<file path="config.mk">
export PLATFORM = sky130hd
export DESIGN_NAME = link_stall_watchdog
export DESIGN_NICKNAME = d
export VERILOG_FILES = /design/src/rtl/lrw_pkg.sv /design/src/rtl/lrw_interval.sv /design/src/rtl/lrw_satcnt.sv /design/src/rtl/lrw_merge.sv /design/src/rtl/lrw_ctrl.sv /design/src/rtl/link_stall_watchdog.sv
export SDC_FILE = /design/constraint.sdc
export NUM_CORES = 1
export LEC_CHECK = 0
export BUFFER_PORTS_ARGS = -buffer_cell sky130_fd_sc_hd__buf_2
export CORE_ASPECT_RATIO = 0.6
export CORE_MARGIN = 2
export CORE_UTILIZATION = 50
export CTS_BUF_LIST = sky130_fd_sc_hd__clkbuf_16
export DETAILED_ROUTE_END_ITERATION = 7
export PLACE_DENSITY = 0.75
export SYNTH_ARGS = -nofsm -noshare
export SYNTH_HDL_FRONTEND = slang
export SYNTH_SLANG_ARGS = --single-unit
</file>
<file path="constraint.sdc">
create_clock -name clk -period 2.6 [get_ports clk]
set_input_delay 0.26 -clock clk [delete_from_list [all_inputs] [get_ports clk]]
set_output_delay 0.26 -clock clk [all_outputs]
set_load 0.01 [all_outputs]
</file>
<file path="src/rtl/lrw_pkg.sv">
package lrw_pkg;
  typedef enum logic [1:0] {
    PH_WAIT = 2'd0,
    PH_HOLD = 2'd1,
    PH_DONE = 2'd2
  } lrw_phase_e;

  function automatic logic [15:0] lrw_bit_mask(input int unsigned a, input int unsigned b);
    logic [15:0] m;
    m = '0;
    m[a] = 1'b1;
    m[b] = 1'b1;
    return m;
  endfunction
endpackage

</file>
<file path="src/rtl/lrw_interval.sv">
module lrw_interval #(
  parameter int unsigned LIMIT = 8
) (
  input  logic clk,
  input  logic rst_n,
  input  logic run,
  output logic done
);
  localparam int unsigned W = (LIMIT > 1) ? $clog2(LIMIT) : 1;
  localparam logic [W-1:0] TOP = W'(LIMIT - 1);

  logic [W-1:0] cnt;

  assign done = run && (cnt == TOP);

  always_ff @(posedge clk or negedge rst_n) begin
    if (!rst_n) begin
      cnt <= '0;
    end else if (done) begin
      cnt <= '0;
    end else if (run) begin
      cnt <= cnt + 1'b1;
    end
  end

  assert_cnt_in_range_R8: assert property (@(posedge clk) disable iff (!rst_n)
    cnt <= TOP);
  assert_wraps_after_done_R8: assert property (@(posedge clk) disable iff (!rst_n)
    done |=> (cnt == '0));
endmodule

</file>
<file path="src/rtl/lrw_satcnt.sv">
module lrw_satcnt #(
  parameter int unsigned CNT_W = 8
) (
  input  logic             clk,
  input  logic             rst_n,
  input  logic             inc,
  output logic [CNT_W-1:0] value
);
  localparam logic [CNT_W-1:0] CMAX = '1;

  always_ff @(posedge clk or negedge rst_n) begin
    if (!rst_n) begin
      value <= '0;
    end else if (inc && (value != CMAX)) begin
      value <= value + 1'b1;
    end
  end

  assert_no_decrease_R10: assert property (@(posedge clk) disable iff (!rst_n)
    value >= $past(value));
  assert_no_wrap_R10: assert property (@(posedge clk) disable iff (!rst_n)
    (inc && value == CMAX) |=> (value == CMAX));
endmodule

</file>
<file path="src/rtl/lrw_merge.sv">
module lrw_merge #(
  parameter int unsigned WORD_W      = 16,
  parameter int unsigned DATA_EN_BIT = 5,
  parameter int unsigned PLL_EN_BIT  = 3
) (
  input  logic [WORD_W-1:0] rd_word,
  input  logic              force_on,
  output logic [WORD_W-1:0] wr_word
);
  localparam logic [WORD_W-1:0] OWN_MASK =
    WORD_W'(lrw_pkg::lrw_bit_mask(DATA_EN_BIT, PLL_EN_BIT));

  always_comb begin
    wr_word = rd_word & ~OWN_MASK;
    if (force_on) begin
      wr_word = wr_word | OWN_MASK;
    end
  end

  always_comb begin
    assert_keeps_others_R6: assert ((wr_word | OWN_MASK) == (rd_word | OWN_MASK));
  end
endmodule

</file>
<file path="src/rtl/lrw_ctrl.sv">
module lrw_ctrl
  import lrw_pkg::*;
#(
  parameter int unsigned MAX_CHECKS = 200
) (
  input  logic clk,
  input  logic rst_n,
  input  logic gap_done,
  input  logic hold_done,
  input  logic link_up,
  input  logic stall_cond,
  output logic in_wait,
  output logic in_hold,
  output logic stall_fire,
  output logic ovr_on,
  output logic ovr_wr,
  output logic stall_pulse,
  output logic link_ok,
  output logic link_fail
);
  localparam int unsigned TRY_W = (MAX_CHECKS > 1) ? $clog2(MAX_CHECKS) : 1;
  localparam logic [TRY_W-1:0] LAST_TRY = TRY_W'(MAX_CHECKS - 1);

  lrw_phase_e     phase;
  logic [TRY_W-1:0] tries;
  logic           final_try;

  assign in_wait    = (phase == PH_WAIT);
  assign in_hold    = (phase == PH_HOLD);
  assign final_try  = (tries == LAST_TRY);
  assign stall_fire = in_wait && gap_done && !link_up && !final_try && stall_cond;

  always_ff @(posedge clk or negedge rst_n) begin
    if (!rst_n) begin
      phase       <= PH_WAIT;
      tries       <= '0;
      ovr_on      <= 1'b0;
      ovr_wr      <= 1'b0;
      stall_pulse <= 1'b0;
      link_ok     <= 1'b0;
      link_fail   <= 1'b0;
    end else begin
      stall_pulse <= 1'b0;
      ovr_wr      <= 1'b0;
      unique case (phase)
        PH_WAIT: begin
          if (gap_done) begin
            if (link_up) begin
              link_ok <= 1'b1;
              phase   <= PH_DONE;
            end else if (final_try) begin
              link_fail <= 1'b1;
              phase     <= PH_DONE;
            end else begin
              tries <= tries + 1'b1;
              if (stall_cond) begin
                phase       <= PH_HOLD;
                ovr_on      <= 1'b1;
                ovr_wr      <= 1'b1;
                stall_pulse <= 1'b1;
              end
            end
          end
        end
        PH_HOLD: begin
          if (hold_done) begin
            ovr_on <= 1'b0;
            ovr_wr <= 1'b1;
            phase  <= PH_WAIT;
          end
        end
        default: begin
        end
      endcase
    end
  end

  assert_pulse_single_R10: assert property (@(posedge clk) disable iff (!rst_n)
    stall_pulse |=> !stall_pulse);
  assert_pulse_with_override_R3: assert property (@(posedge clk) disable iff (!rst_n)
    stall_pulse |-> ovr_on);
  assert_strobe_on_change_R7: assert property (@(posedge clk) disable iff (!rst_n)
    ovr_wr |-> (ovr_on != $past(ovr_on)));
  assert_change_has_strobe_R7: assert property (@(posedge clk) disable iff (!rst_n)
    (ovr_on != $past(ovr_on)) |-> ovr_wr);
  assert_verdict_exclusive_R9: assert property (@(posedge clk) disable iff (!rst_n)
    !(link_ok && link_fail));
  assert_fail_sticky_R9: assert property (@(posedge clk) disable iff (!rst_n)
    link_fail |=> link_fail);
  assert_ok_sticky_R2: assert property (@(posedge clk) disable iff (!rst_n)
    link_ok |=> (link_ok && !ovr_on));
endmodule

</file>
<file path="src/rtl/link_stall_watchdog.sv">
module link_stall_watchdog #(
  parameter int unsigned GAP_CYCLES  = 1000,
  parameter int unsigned HOLD_CYCLES = 2500,
  parameter int unsigned MAX_CHECKS  = 200,
  parameter int unsigned CNT_W       = 8,
  parameter int unsigned STATE_W     = 6,
  parameter int unsigned WORD_W      = 16,
  parameter logic [5:0]  STALL_STATE = 6'h0D,
  parameter int unsigned DATA_EN_BIT = 5,
  parameter int unsigned PLL_EN_BIT  = 3
) (
  input  logic               clk,
  input  logic               rst_n,
  input  logic [STATE_W-1:0] ltssm_state,
  input  logic               link_up,
  input  logic               rx_valid,
  input  logic [WORD_W-1:0]  ovr_rd_word,
  output logic [WORD_W-1:0]  ovr_wr_word,
  output logic               ovr_wr,
  output logic               stall_pulse,
  output logic [CNT_W-1:0]   stall_count,
  output logic               link_ok,
  output logic               link_fail
);
  logic in_wait, in_hold, gap_done, hold_done, stall_cond, stall_fire, ovr_on;

  assign stall_cond = (ltssm_state == STATE_W'(STALL_STATE)) && !rx_valid;

  lrw_interval #(.LIMIT(GAP_CYCLES)) u_gap (
    .clk(clk), .rst_n(rst_n), .run(in_wait), .done(gap_done)
  );

  lrw_interval #(.LIMIT(HOLD_CYCLES)) u_hold (
    .clk(clk), .rst_n(rst_n), .run(in_hold), .done(hold_done)
  );

  lrw_ctrl #(.MAX_CHECKS(MAX_CHECKS)) u_ctrl (
    .clk(clk), .rst_n(rst_n),
    .gap_done(gap_done), .hold_done(hold_done),
    .link_up(link_up), .stall_cond(stall_cond),
    .in_wait(in_wait), .in_hold(in_hold), .stall_fire(stall_fire),
    .ovr_on(ovr_on), .ovr_wr(ovr_wr), .stall_pulse(stall_pulse),
    .link_ok(link_ok), .link_fail(link_fail)
  );

  lrw_satcnt #(.CNT_W(CNT_W)) u_count (
    .clk(clk), .rst_n(rst_n), .inc(stall_fire), .value(stall_count)
  );

  lrw_merge #(
    .WORD_W(WORD_W), .DATA_EN_BIT(DATA_EN_BIT), .PLL_EN_BIT(PLL_EN_BIT)
  ) u_merge (
    .rd_word(ovr_rd_word), .force_on(ovr_on), .wr_word(ovr_wr_word)
  );

  assert_fire_needs_stall_R4: assert property (@(posedge clk) disable iff (!rst_n)
    stall_fire |-> (!rx_valid && !link_up));
  assert_fire_needs_state_R5: assert property (@(posedge clk) disable iff (!rst_n)
    stall_fire |-> (ltssm_state == STATE_W'(STALL_STATE)));
  assert_fire_then_pulse_R3: assert property (@(posedge clk) disable iff (!rst_n)
    stall_fire |=> stall_pulse);
endmodule

</file>
==> results.md <==
- The number of inserted diodes is 0.
- The H-tree depth is 2.
- The hold buffer count at CTS is 0.
- The fraction of registers with async set or reset after synthesis is 1.00.
- Once the clock tree was built, the setup fixing pass inserted 0 buffers.
- In the global route stage, met1 resource usage came out at 0.253.
- The flow ran to the end, and the final reports show no timing, DRC or antenna violations.
- Buffers inserted during clock tree synthesis total 5.
- For this design, the sink count on the clock tree is 45.
- The tightest min-delay check is of the in2async type.
- Across every metal layer, demand over resource in global routing totals 0.171.
- The final weighted congestion in routability-driven placement is 0.817.
- The worst setup path is of the reg2reg kind.
- The share of cells above drive strength 1 is 0.173.
- Among all flip-flop cells after synthesis, the most frequent one is sky130_fd_sc_hd__dfrtp_1.
- In the final timing run, aggregate negative setup slack is 0 ns.
- Measured along the x axis, the die boundary spans 89.8 um.
- The number of hold violations in the final report is 0.
- The internal portion of total power is 1070 uW.
- The register bit total from synthesis is 45.
- The area of all placed cells without fillers is 2430 um2.
- The number of nets with antenna violations after routing is 0.
- The total number of yosys warnings is 0.
- Compared with the post-synthesis result, the final layout area differs by 10.3%.
- Dividing the detail-routed wire length by the instance count gives 13.1 um.
- Row generation in the floorplan step produced 18 rows.
- Summing every instance area after synthesis gives 2210 um2.
- From bottom edge to top edge, the die measures 55.5 um.
- The number of detailed-route iterations in the first pass is 4.
- OpenSTA, run right after detailed placement, puts the worst setup slack at 0.245 ns.
- After layout, the worst setup slack is 0.236 ns.
- The largest fanout of any net on the critical path is 7.
- At the pin with the least slew margin, the transition time is 0.950 ns.
- Port buffering added 23 buffers.
- The detailed-route vias per instance is 5.16.
- The commonest non-fill, non-tap cell in the layout is sky130_fd_sc_hd__dfrtp_1.
- The detailed router placed 1470 vias in this run.
- Of the synthesized area, sequential elements account for 0.510.
- Of the total power, combinational logic draws 0.018.
- The endpoint of the lowest-slack register-to-register path is u_count.value[1].
- The number of enable flip-flop cells after synthesis is 0.
- Summing all placed instances gives a cell area of 2290 um2.
- In this run the static leakage power is 0.00114 uW.
- The cell at the root of the clock tree is sky130_fd_sc_hd__clkbuf_16.
- The netlist uses 36 different library cells.
- The wire length after detailed routing is 3.73 mm.
- The post-layout net count is 254.
- In this run the register-to-register setup slack is 0.24 ns.
- The fraction of post-synthesis cell area in the top cell type by area is 0.510.
- In the post-synthesis netlist, the biggest area contributors are sky130_fd_sc_hd__dfrtp_1 51%, sky130_fd_sc_hd__xnor2_1 6.0%, sky130_fd_sc_hd__buf_4 5.4%.
- The data required time at the worst endpoint is 2.77 ns.
- The number of global-route vias before repair is 1428.
- The number of buffers on the longest clock path is 2.
- The clock-pin slew of the registers on the worst-case setup and hold paths is 0.06 ns.
- The number of nets in the synthesized netlist is 239.
- The number of top-level pins is 54.
- Headroom to the max-slew limit came out at 0.366.
- The worst-case IR drop observed on VDD is 0.356 mV.
- The analysis attributes to net switching a power of 292 uW.
- Fill cells in the final layout number 367.
- The placeable core area is 4170 um2.
- Detailed placement ended at an HPWL of 2.67 mm.
- Power spread over the standard cell area amounts to 559 nW/um2.
- For the worst setup path, the data arrival time is 2.54 ns.
- The worst path needs 2.36 ns of the cycle, external delays included.
- The total of max-cap violations is 0.
- The post-route non-filler standard cell count is 285.
- The design draws 1360 uW.
- For the final database, setup skew stands at 0.00597 ns.
- Entering global routing, the biggest net connects 46 pins.
- Dividing the final minimum period by the clock period gives 0.909.
- The share of total power dissipated in the clock network is 0.462.
- In the routed design, unresolved DRC markers number 0.
- The number of resized instances in the post-cts repair step is 0.
- Based on the critical path, the design can be clocked at up to 0.423 GHz.
- The worst setup path is captured at a flop.
- Setup repair after global routing left no endpoint under its margin.
- The initial antenna violation count came to 0.
- In this run the most used layer during global routing was met1.
- The first global-routing pass estimated 6.70 mm of wire.
- For met3 alone, demand over resource in global routing was 0.0477.
- The synthesized instance count is 209.
- The number of cells on the worst reg-to-reg path is 5.
- In this run, placement finished with an instance count of 277.
- Of the total power, the share spent switching nets is 0.215.
- The number of max-slew violations in the final report is 0.
- The final global-route overflow total is 0.
- Of the total power, registers draw 0.521.
- The initial detailed-routing violation count is 94.
- The startpoint identified for the worst register-to-register timing path is u_gap.cnt[4].
- For this configuration, the core starts out at a cell density of 0.529.
- The average instance in the mapped netlist occupies 10.6 um2.
- The fraction of met2 tracks used by global routing is 0.233.
- The total die area is 4980 um2.
- The top cell types in the final layout, fill and taps aside, are 45 x sky130_fd_sc_hd__dfrtp_1, 23 x sky130_fd_sc_hd__buf_2, 22 x sky130_fd_sc_hd__nor2_1, 16 x sky130_fd_sc_hd__nand2_1.
- The type of origin of the critical path is a flop.
- Clock latency on the worst-skew pair, taken at its later pin, is 0.29 ns.
- The cell type contributing the most total cell area after synthesis is sky130_fd_sc_hd__dfrtp_1.
- TritonCTS built the clock tree.
- Setup violations remaining at the end of the flow were counted as 0.
==> cell families after synthesis <==
group	after synthesis	synth area share
AOI/OAI and AO/OA	12	0.0403
xor gates and xnor gates	27	0.107
adders and majority gates	4	0.0227
buffers and inverters	23	0.0703
DFF	45	0.510
muxes	7	0.0357
and+or+nand+nor	91	0.213
==> per-layer routing <==
layer / wire length [um] / vias to the layer above
li1: - / 736
met1: 2040 / 696
met2: 1440 / 29
met3: 175 / 9
met4: 65 / 0
met5: 0 / -
==> how the worst max path moves through the flow <==
stage	from	endpoint	slack, ns	cells past startpoint
4_1_cts	u_gap.cnt[4]	u_count.value[1]	0.23	5
3_5_place_dp	u_ctrl.phase[1]	u_count.value[1]	0.24	5
5_1_grt	u_ctrl.phase[1]	u_count.value[1]	0.06	5
2_1_floorplan	u_ctrl.phase[1]	u_count.value[5]	0.44	7
6_report	u_gap.cnt[4]	u_count.value[1]	0.24	5
3_3_place_gp	u_gap.cnt[4]	u_count.value[1]	0.28	5
==> worst max-delay path, stage by stage (launching register included) <==
cell                        delay [ns]
sky130_fd_sc_hd__dfrtp_1          0.43
sky130_fd_sc_hd__nand4bb_1        0.26
sky130_fd_sc_hd__or4_1            0.71
sky130_fd_sc_hd__nor3_4           0.38
sky130_fd_sc_hd__nand2_1          0.14
sky130_fd_sc_hd__mux2_1           0.33
==> cells in the mapped netlist (all sizes together), types with 3 or more instances <==
library cell	n
nor2b	4
buf	18
nor2	22
nand3	15
xnor2	15
dfrtp	45
xor2	12
mux2	7
nor3	9
ha	4
nand4	8
nand2	16
or4	3
inv	4
a22o	4
nor4	3
==> area by class of cell <==
type | count | area (um2) | share of cell area
Sequential cell | 45 | 1130 | 0.463
Multi-Input combinational cell | 141 | 925 | 0.380
Timing Repair Buffer | 27 | 145 | 0.0597
Clock buffer | 5 | 125 | 0.0514
Tap cell | 60 | 75.1 | 0.0309
Clock inverter | 3 | 21.3 | 0.00874
Inverter | 4 | 15.0 | 0.00617
==> sequential cells by signal, indices dropped and copies added, names as in the netlist <==
| name | count |
|---|---|
| u_hold.cnt | 12 |
| u_ctrl.ovr_wr | 1 |
| u_count.value | 8 |
| u_ctrl.ovr_on | 1 |
| u_ctrl.tries | 8 |
| u_gap.cnt | 10 |
| u_ctrl.link_ok | 1 |
| u_ctrl.link_fail | 1 |
| u_ctrl.stall_pulse | 1 |
| u_ctrl.phase | 2 |
==> per-stage QoR <==
stage                     utilization  hold slack (ns)
after floorplan                     -          -0.0356
after global placement          0.549            0.444
after detailed placement        0.549            0.445
after CTS                       0.584            0.161
after global routing            0.584            0.224
final                           0.584            0.119
==> power groups by stage <==
stage          clock (uW)  sequential, uW  combinational, uW
2_1_floorplan           0             721               26.0
3_3_place_gp            0             721               25.2
3_5_place_dp            0             721               25.9
4_1_cts               646             708               25.8
5_1_grt               673             708               29.7
6_report              628             709               24.1
(Power assumes the default switching activity.)
